`config.mk`:
```
export PLATFORM = sky130hd
export DESIGN_NAME = branch_trace_buffer
export DESIGN_NICKNAME = d
export VERILOG_FILES = /design/src/rtl/brt_pkg.sv /design/src/rtl/brt_gate.sv /design/src/rtl/brt_store.sv /design/src/rtl/brt_csr.sv /design/src/rtl/branch_trace_buffer.sv
export SDC_FILE = /design/constraint.sdc
export NUM_CORES = 2
export LEC_CHECK = 0
export ABC_CLOCK_PERIOD_IN_PS = 11800
export BUFFER_PORTS_ARGS = -buffer_cell sky130_fd_sc_hd__buf_2
export CORE_AREA = 2 2 364 439
export DETAILED_ROUTE_END_ITERATION = 8
export DIE_AREA = 0 0 366 441
export PLACE_DENSITY = 0.57
export SETUP_SLACK_MARGIN = 0.5
export SLEW_MARGIN = 20
export SYNTH_ARGS = -nofsm -noshare
export SYNTH_HDL_FRONTEND = slang
export SYNTH_SLANG_ARGS = --single-unit
```
`constraint.sdc`:
```
create_clock -name clk -period 11.8 [get_ports clk]
set_input_delay 1.18 -clock clk [delete_from_list [all_inputs] [get_ports clk]]
set_output_delay 1.18 -clock clk [all_outputs]
set_load 0.005 [all_outputs]
```
`src/rtl/brt_pkg.sv`:
```
package brt_pkg;
   localparam int unsigned PC_W   = 32;
   localparam int unsigned WORD_W = 32;
   localparam int unsigned CTRL_W = 5;

   // Control word layout, bit 0 upward.
   typedef struct packed {
      logic fold2;
      logic fold1;
      logic ovx;
      logic en;
      logic pwr;
   } ctrl_t;

   typedef struct packed {
      logic [PC_W-1:0] src;
      logic [PC_W-1:0] dst;
   } pair_t;
endpackage

```
`src/rtl/brt_gate.sv`:
```
module brt_gate
   import brt_pkg::*;
#(
   parameter int unsigned LVL_W     = 4,
   parameter int unsigned RESET_LVL = 1,
   parameter int unsigned HIPRI_MAX = 3
) (
   input  logic             valid_i,
   input  logic             hwloop_i,
   input  logic [LVL_W-1:0] level_i,
   input  ctrl_t            ctrl_i,
   output logic             cap_o
);
   logic armed;
   logic lvl_ok;
   logic hipri;

   assign armed  = ctrl_i.pwr && ctrl_i.en;
   assign hipri  = (level_i <= LVL_W'(HIPRI_MAX));
   assign lvl_ok = (level_i != LVL_W'(RESET_LVL)) && !(ctrl_i.ovx && hipri);
   assign cap_o  = valid_i && armed && !hwloop_i && lvl_ok;
endmodule

```
`src/rtl/brt_store.sv`:
```
module brt_store
   import brt_pkg::*;
#(
   parameter int unsigned DEPTH       = 16,
   parameter bit          COMPRESS_EN = 1'b1,
   localparam int unsigned IW = $clog2(DEPTH),
   localparam int unsigned PW = IW + 1
) (
   input  logic              clk,
   input  logic              rst_n,
   input  logic              cap_i,
   input  logic [PC_W-1:0]   src_i,
   input  logic [PC_W-1:0]   dst_i,
   input  logic              ovx_i,
   input  logic              fold1_en_i,
   input  logic              fold2_en_i,
   input  logic              data_rd_i,
   output logic [PW-1:0]     count_o,
   output logic [WORD_W-1:0] half_o,
   output logic              exc_o
);
   logic [PW-1:0] top_q, bot_q;
   logic [PW-1:0] cnt, cnt_p, top_p, top_n, bot_n;
   logic          mid_q;
   logic          exc_q;
   pair_t         slot_q [DEPTH];

   logic [IW-1:0] new_idx, last_idx, ll_idx, cur_idx;
   pair_t         cur_e, last_e, ll_e;
   logic          pop, full_p, exc, hit1, hit2, fold1, fold2, wr;

   // Occupancy and the pop that a data-port read performs.
   assign cnt    = top_q - bot_q;
   assign pop    = data_rd_i && (cnt != '0) && mid_q;
   assign top_p  = top_q - PW'(pop);
   assign cnt_p  = cnt - PW'(pop);
   assign full_p = (cnt_p == PW'(DEPTH));

   assign new_idx  = top_p[IW-1:0];
   assign last_idx = new_idx - IW'(1);
   assign ll_idx   = new_idx - IW'(2);
   assign cur_idx  = top_q[IW-1:0] - IW'(1);
   assign cur_e    = slot_q[cur_idx];
   assign last_e   = slot_q[last_idx];
   assign ll_e     = slot_q[ll_idx];

   // Folding comparators, present only when the variant asks for them.
   generate
      if (COMPRESS_EN) begin : g_fold
         logic same1, same2;
         assign same1 = (last_e.src[PC_W-1:1] == src_i[PC_W-1:1]) &&
                        (last_e.dst[PC_W-1:1] == dst_i[PC_W-1:1]);
         assign same2 = (ll_e.src[PC_W-1:1] == src_i[PC_W-1:1]) &&
                        (ll_e.dst[PC_W-1:1] == dst_i[PC_W-1:1]);
         assign hit1  = fold1_en_i && (cnt_p != '0) && same1;
         assign hit2  = fold2_en_i && (cnt_p >= PW'(2)) && same2;
      end else begin : g_nofold
         logic unused_fold;
         assign unused_fold = fold1_en_i ^ fold2_en_i ^ ^ll_e ^ ^last_e;
         assign hit1 = 1'b0;
         assign hit2 = 1'b0;
      end
   endgenerate

   assign exc   = cap_i && full_p && ovx_i;
   assign fold1 = cap_i && !exc && hit1;
   assign fold2 = cap_i && !exc && !hit1 && hit2;
   assign wr    = cap_i && !exc && !hit1 && !hit2;
   assign top_n = top_p + PW'(wr);
   assign bot_n = bot_q + PW'(wr && full_p);

   always_ff @(posedge clk) begin
      for (int s = 0; s < DEPTH; s++) begin
         if (wr && (new_idx == IW'(s))) begin
            slot_q[s].src <= src_i;
            slot_q[s].dst <= dst_i;
         end else begin
            if (fold1 && (last_idx == IW'(s))) slot_q[s].dst[0] <= 1'b1;
            if (fold2 && (ll_idx == IW'(s)))   slot_q[s].src[0] <= 1'b1;
         end
      end
   end

   always_ff @(posedge clk) begin
      if (!rst_n) begin
         top_q <= '0;
         bot_q <= '0;
         mid_q <= 1'b0;
         exc_q <= 1'b0;
      end else begin
         top_q <= top_n;
         bot_q <= bot_n;
         exc_q <= exc;
         if (data_rd_i && (cnt != '0)) mid_q <= !mid_q;
      end
   end

   assign count_o = cnt;
   assign exc_o   = exc_q;
   assign half_o  = (cnt == '0) ? '0 : (mid_q ? cur_e.src : cur_e.dst);

   assert_count_bound_R6: assert property (@(posedge clk) disable iff (!rst_n)
      cnt <= PW'(DEPTH));
   assert_idle_stable_R3: assert property (@(posedge clk) disable iff (!rst_n)
      (!cap_i && !data_rd_i) |=> ($stable(top_q) && $stable(bot_q)));
   assert_pop_shrinks_R5: assert property (@(posedge clk) disable iff (!rst_n)
      (data_rd_i && mid_q && (cnt != '0) && !cap_i) |=> (cnt == $past(cnt) - PW'(1)));
   assert_wrap_full_R7: assert property (@(posedge clk) disable iff (!rst_n)
      (cap_i && full_p && !ovx_i) |=> (cnt == PW'(DEPTH)));
   assert_exc_pulse_R8: assert property (@(posedge clk) disable iff (!rst_n)
      (cap_i && full_p && ovx_i) |=> (exc_o && (cnt == PW'(DEPTH))));
endmodule

```
`src/rtl/brt_csr.sv`:
```
module brt_csr
   import brt_pkg::*;
#(
   parameter int unsigned ADDR_W   = 9,
   parameter int unsigned DEPTH    = 16,
   parameter int unsigned STAT_CAP = 16,
   parameter int unsigned CTRL_OFS = 'h000,
   parameter int unsigned STAT_OFS = 'h004,
   parameter int unsigned DATA_OFS = 'h100,
   localparam int unsigned PW = $clog2(DEPTH) + 1
) (
   input  logic              clk,
   input  logic              rst_n,
   input  logic              rd_i,
   input  logic              wr_i,
   input  logic [ADDR_W-1:0] addr_i,
   input  logic [CTRL_W-1:0] wbits_i,
   input  logic [PW-1:0]     count_i,
   input  logic [WORD_W-1:0] half_i,
   output logic [WORD_W-1:0] rdata_o,
   output ctrl_t             ctrl_o,
   output logic              data_rd_o
);
   ctrl_t             ctrl_q;
   logic              sel_ctrl, sel_stat, sel_data;
   logic [WORD_W-1:0] stat_val;

   assign sel_ctrl = (addr_i == ADDR_W'(CTRL_OFS));
   assign sel_stat = (addr_i == ADDR_W'(STAT_OFS));
   assign sel_data = (addr_i == ADDR_W'(DATA_OFS));

   // Count reported to software, clamped only when the store can exceed it.
   generate
      if (STAT_CAP >= DEPTH) begin : g_noclamp
         assign stat_val = WORD_W'(count_i);
      end else begin : g_clamp
         assign stat_val = (count_i > PW'(STAT_CAP)) ? WORD_W'(STAT_CAP) : WORD_W'(count_i);
      end
   endgenerate

   always_ff @(posedge clk) begin
      if (!rst_n) ctrl_q <= '0;
      else if (wr_i && sel_ctrl) ctrl_q <= ctrl_t'(wbits_i);
   end

   always_comb begin
      rdata_o = '0;
      if (sel_ctrl)      rdata_o = WORD_W'(ctrl_q);
      else if (sel_stat) rdata_o = stat_val;
      else if (sel_data) rdata_o = half_i;
   end

   assign ctrl_o    = ctrl_q;
   assign data_rd_o = rd_i && sel_data;

   assert_ctrl_hold_R11: assert property (@(posedge clk) disable iff (!rst_n)
      !(wr_i && sel_ctrl) |=> $stable(ctrl_q));
   assert_stat_cap_R6: assert property (@(posedge clk) disable iff (!rst_n)
      (rd_i && sel_stat) |-> (rdata_o <= WORD_W'(STAT_CAP)));
endmodule

```
`src/rtl/branch_trace_buffer.sv`:
```
module branch_trace_buffer
   import brt_pkg::*;
#(
   parameter int unsigned DEPTH       = 16,
   parameter int unsigned STAT_CAP    = 16,
   parameter int unsigned ADDR_W      = 9,
   parameter int unsigned LVL_W       = 4,
   parameter int unsigned RESET_LVL   = 1,
   parameter int unsigned HIPRI_MAX   = 3,
   parameter bit          COMPRESS_EN = 1'b1
) (
   input  logic              clk,
   input  logic              rst_n,
   input  logic              tr_valid,
   input  logic [31:0]       tr_src,
   input  logic [31:0]       tr_dst,
   input  logic              tr_hwloop,
   input  logic [LVL_W-1:0]  tr_level,
   input  logic              reg_rd,
   input  logic              reg_wr,
   input  logic [ADDR_W-1:0] reg_addr,
   input  logic [31:0]       reg_wdata,
   output logic [31:0]       reg_rdata,
   output logic              ovf_exc
);
   localparam int unsigned PW = $clog2(DEPTH) + 1;

   generate
      if ((DEPTH < 4) || ((DEPTH & (DEPTH - 1)) != 0)) begin : g_bad_depth
         $error("DEPTH must be a power of two, at least 4");
      end
      if (STAT_CAP < 1) begin : g_bad_cap
         $error("STAT_CAP must be at least 1");
      end
      if ((1 << ADDR_W) <= 'h100) begin : g_bad_addr
         $error("ADDR_W too narrow for the data port offset");
      end
      if ((RESET_LVL >= (1 << LVL_W)) || (HIPRI_MAX >= (1 << LVL_W))) begin : g_bad_lvl
         $error("level parameters exceed LVL_W");
      end
   endgenerate

   ctrl_t             ctrl;
   logic              cap;
   logic              data_rd;
   logic [PW-1:0]     count;
   logic [WORD_W-1:0] half;
   logic              unused_wbits;

   assign unused_wbits = ^reg_wdata[31:CTRL_W];

   brt_csr #(
      .ADDR_W  (ADDR_W),
      .DEPTH   (DEPTH),
      .STAT_CAP(STAT_CAP)
   ) u_csr (
      .clk      (clk),
      .rst_n    (rst_n),
      .rd_i     (reg_rd),
      .wr_i     (reg_wr),
      .addr_i   (reg_addr),
      .wbits_i  (reg_wdata[CTRL_W-1:0]),
      .count_i  (count),
      .half_i   (half),
      .rdata_o  (reg_rdata),
      .ctrl_o   (ctrl),
      .data_rd_o(data_rd)
   );

   brt_gate #(
      .LVL_W    (LVL_W),
      .RESET_LVL(RESET_LVL),
      .HIPRI_MAX(HIPRI_MAX)
   ) u_gate (
      .valid_i (tr_valid),
      .hwloop_i(tr_hwloop),
      .level_i (tr_level),
      .ctrl_i  (ctrl),
      .cap_o   (cap)
   );

   brt_store #(
      .DEPTH      (DEPTH),
      .COMPRESS_EN(COMPRESS_EN)
   ) u_store (
      .clk       (clk),
      .rst_n     (rst_n),
      .cap_i     (cap),
      .src_i     (tr_src),
      .dst_i     (tr_dst),
      .ovx_i     (ctrl.ovx),
      .fold1_en_i(ctrl.fold1),
      .fold2_en_i(ctrl.fold2),
      .data_rd_i (data_rd),
      .count_o   (count),
      .half_o    (half),
      .exc_o     (ovf_exc)
   );

   assert_exc_level_R4: assert property (@(posedge clk) disable iff (!rst_n)
      ovf_exc |-> ($past(tr_level) > LVL_W'(HIPRI_MAX)));
endmodule

```
==> flow_summary_export.csv <==
group,metric,value,unit
clock_network,clock_sinks,1041,
floorplanning,die_width,366,um
place,post_dp_hpwl,154,mm
timing,setup-tns-final,0,ns
floorplanning,floorplan.core_area,0.157,mm^2
clock_network,ctsRootBufferMaster,"sky130_fd_sc_hd__clkbuf_16",
clock_network,cts_buffer_depth,3,
timing,fmax,0.0975,GHz
logic_synthesis,syn_area_per_cell,15.3,um^2
critical_path,cp-start-kind,"flop",
routing,detail_route.iter0.violations,6294,
critical_path,crit_fanout,30,
power,power_density,114,mW/mm^2
final_layout,area_added_between_synthesis_and_finish,12.1,%
critical_path,crit_type,"reg -> reg",
place,dpl-instance-area,0.0646,mm^2
clock_network,ctsHoldBuffers,0,
flow_run,max_cap_violations,0,
power,combinationalPowerShare,0.020,
final_layout,final_cells,6282,
grt,pin_count_of_the_biggest_net_entering_global_routing,130,
clock_network,cts_inserted_buffers,111,
place,port_buf_inserts,120,
routing,num_vias,43500,
power,ir_drop,0.117,mV
logic_synthesis,synth_seq_cells,1041,
final_layout,nets,4205,
timing,finalHoldViolCount,0,
routing,drt_pass1_iterations,7,
grt,global_route.usage.total,0.291,
final_layout,mostFrequentLayoutCells,"sky130_fd_sc_hd__edfxtp_1, sky130_fd_sc_hd__mux4_2, sky130_fd_sc_hd__nand2_1",
routing,wl_per_cell,37.9,um
timing,final_min_period_over_clock_period,0.869,
logic_synthesis,synth-edff-count,1023,
timing,finalCriticalPeriod,10.25,ns
critical_path,worst_ep_arrival_time,10.66,ns
power,share_clk_of_total_power,0.461,
floorplanning,ios,148,
floorplanning,die_y,441,um
logic_synthesis,postSynthCellCount,3996,
logic_synthesis,seq_area_frac_synth,0.510,
routing,final_antenna_net_count,0,
floorplanning,initial_core_util,0.387,
floorplanning,fp.dieArea,0.161,mm^2
power,p_total,7.81,mW
status,outcome,"completed",
grt,grt_antenna_before_repair,28,
critical_path,worst_path_max_delay_cell,"sky130_fd_sc_hd__xnor2_4",
timing,grt_setup_unrepaired,"no",
logic_synthesis,yosysWarnings,0,
place,gpl.final_weighted_congestion,0.993,
routing,wl,238,mm
final_layout,post_route_design_area,0.0683,mm^2
timing,finClkSkew,0.0362,ns
grt,globalRouteOverflowTotal,0,
clock_network,clk_transition_reported_paths,0.06,ns
timing,timing_worst_slew_pin_value,1.24,ns
critical_path,critPathRequiredTime,12.21,ns
clock_network,cts.htree.levels,3,
grt,grt_pass1_wl,332,mm
clock_network,tritoncts_clock_tree,"built",
logic_synthesis,synth.distinct_cells,118,
logic_synthesis,async_reset_ff_frac,0,
power,cellLeakagePower,21.8,nW
logic_synthesis,mappedNetlistArea,0.0610,mm^2
routing,drc,0,
timing,slew_viols_final,0,
clock_network,post_cts_setup_buffers,0,
critical_path,critPathBufInv,6,
timing,timing.max_slew.rel_slack,0.170,
logic_synthesis,synth_ff_type,"sky130_fd_sc_hd__edfxtp_1",
critical_path,critical_path.max_stage_delay,0.99,ns
floorplanning,placementRows,160,
timing,whs,0.528,ns
timing,finalSetupViolations,0,
grt,first_global_vias,42100,
clock_network,cts.repair.resized,0,
final_layout,final_layout_size_suffix_gt1_frac,0.297,
place,place.detailed.instances,6067,
power,total_switching_power,1.65,mW
critical_path,crit_path_frequent_cell,"sky130_fd_sc_hd__inv_1",
routing,drt-vias-per-instance,6.92,
critical_path,worst_setup_path_end_kind,"flop",
power,share_seq_of_total_power,0.519,
power,internal_power,6.17,mW
clock_network,worstSkewPairLatency,0.77,ns
final_layout,nFillCells,14000,
power,netSwitchingFraction,0.211,
final_layout,layout.cells.most_common,"sky130_fd_sc_hd__edfxtp_1",
logic_synthesis,syn-num-nets,4125,
critical_path,cpLargestDelayFamily,"simple AND/OR/NAND/NOR gates",
hold_path,hold_class,"reg -> reg",
power groups by stage:
stage               Combinational [mW]  Clock (mW)  Sequential, mW
floorplan                       0.0367           0            4.14
global placement                 0.149           0            4.13
detailed placement               0.151           0            4.13
CTS                              0.152        3.64            4.06
global route                     0.162        3.77            4.05
finish                           0.156        3.60            4.06
state kept, by name, indices dropped and copies added, names as in the netlist:
signal	count
u_csr.ctrl_o	5
u_store.mid_q	1
u_store.exc_o	1
u_store.slot_q	1024
u_store.bot_q	5
u_store.top_q	5
synth_stat cells, types with 37 or more instances:
library cell	n	area (um^2)
sky130_fd_sc_hd__nor3_1	69	345
sky130_fd_sc_hd__o22ai_1	51	319
sky130_fd_sc_hd__mux4_2	648	14600
sky130_fd_sc_hd__clkbuf_1	116	435
sky130_fd_sc_hd__mux2i_1	236	2360
sky130_fd_sc_hd__o22a_1	57	499
sky130_fd_sc_hd__nor2_1	162	608
sky130_fd_sc_hd__edfxtp_1	1023	30700
sky130_fd_sc_hd__buf_6	44	495
sky130_fd_sc_hd__o221ai_1	46	403
sky130_fd_sc_hd__xnor2_1	68	596
sky130_fd_sc_hd__xor2_1	62	543
sky130_fd_sc_hd__buf_2	108	541
sky130_fd_sc_hd__and3_1	39	244
sky130_fd_sc_hd__inv_1	37	139
sky130_fd_sc_hd__a21oi_1	90	450
sky130_fd_sc_hd__nand2_1	328	1230
sky130_fd_sc_hd__o21ai_0	38	190
sky130_fd_sc_hd__buf_4	50	375
sky130_fd_sc_hd__nand4_1	46	288
sky130_fd_sc_hd__nand3_1	85	425
worst paths after layout:
kind                                         endpoint             startpoint  depth (start not counted)  slack [ns]
worst max-delay path            u_store.slot_q[1][13]       u_store.top_q[0]                         28        1.55
worst min-delay path            u_store.slot_q[8][32]  u_store.slot_q[8][32]                          2        0.53
worst max register to register  u_store.slot_q[1][13]       u_store.top_q[0]                         28        1.55
worst min register to register  u_store.slot_q[8][32]  u_store.slot_q[8][32]                          2        0.53
area by class of cell:
| class | count | area [um^2] | area share |
|---|---|---|---|
| Antenna cell | 8 | 20.0 | 0.000293 |
| Clock buffer | 135 | 2870 | 0.0420 |
| Clock inverter | 70 | 785 | 0.0115 |
| Inverter | 40 | 165 | 0.00242 |
| Multi-Input combinational cell | 2570 | 28000 | 0.410 |
| Sequential cell | 1041 | 31100 | 0.455 |
| Tap cell | 2106 | 2640 | 0.0386 |
| Timing Repair Buffer | 312 | 2770 | 0.0405 |
cells by family after synthesis:
logic type	after synthesis	share of synthesized area
fa+ha+maj	14	0.00300
flops	1041	0.510
buf+inv	385	0.0351
xor+xnor	135	0.0207
simple gates	895	0.0717
mux	901	0.281
compound gates	625	0.0783
per-layer routing:
| metal | vias up | routed length (um) | track usage |
|---|---|---|---|
| met5 | - | 221 | 0 |
| met4 | 32 | 17500 | 0.181 |
| met3 | 680 | 26300 | 0.0757 |
| met2 | 3051 | 109000 | 0.454 |
| met1 | 22800 | 85400 | 0.363 |
| li1 | 16900 | - | - |
stage by stage:
| stage | util | worst slack [ns] |
|---|---|---|
| finish | 0.434 | 1.55 |
| global route | 0.434 | 1.48 |
| CTS | 0.434 | 1.74 |
| detailed placement | 0.411 | 1.79 |
| global placement | 0.410 | 1.53 |
| floorplan | - | 1.67 |
worst reg2reg max path, delay by kind of cell, from the launching register on:
family | cells | cell delay [ns]
buffers and inverters | 6 | 1.33
AO/OA/AOI/OAI | 6 | 2.14
adder cells (fa/ha/maj) | 3 | 1.31
XOR/XNOR | 2 | 1.10
flip-flops | 1 | 0.46
AND/OR/NAND/NOR | 11 | 3.55
Note: power is estimated with default switching activity, not from simulation.
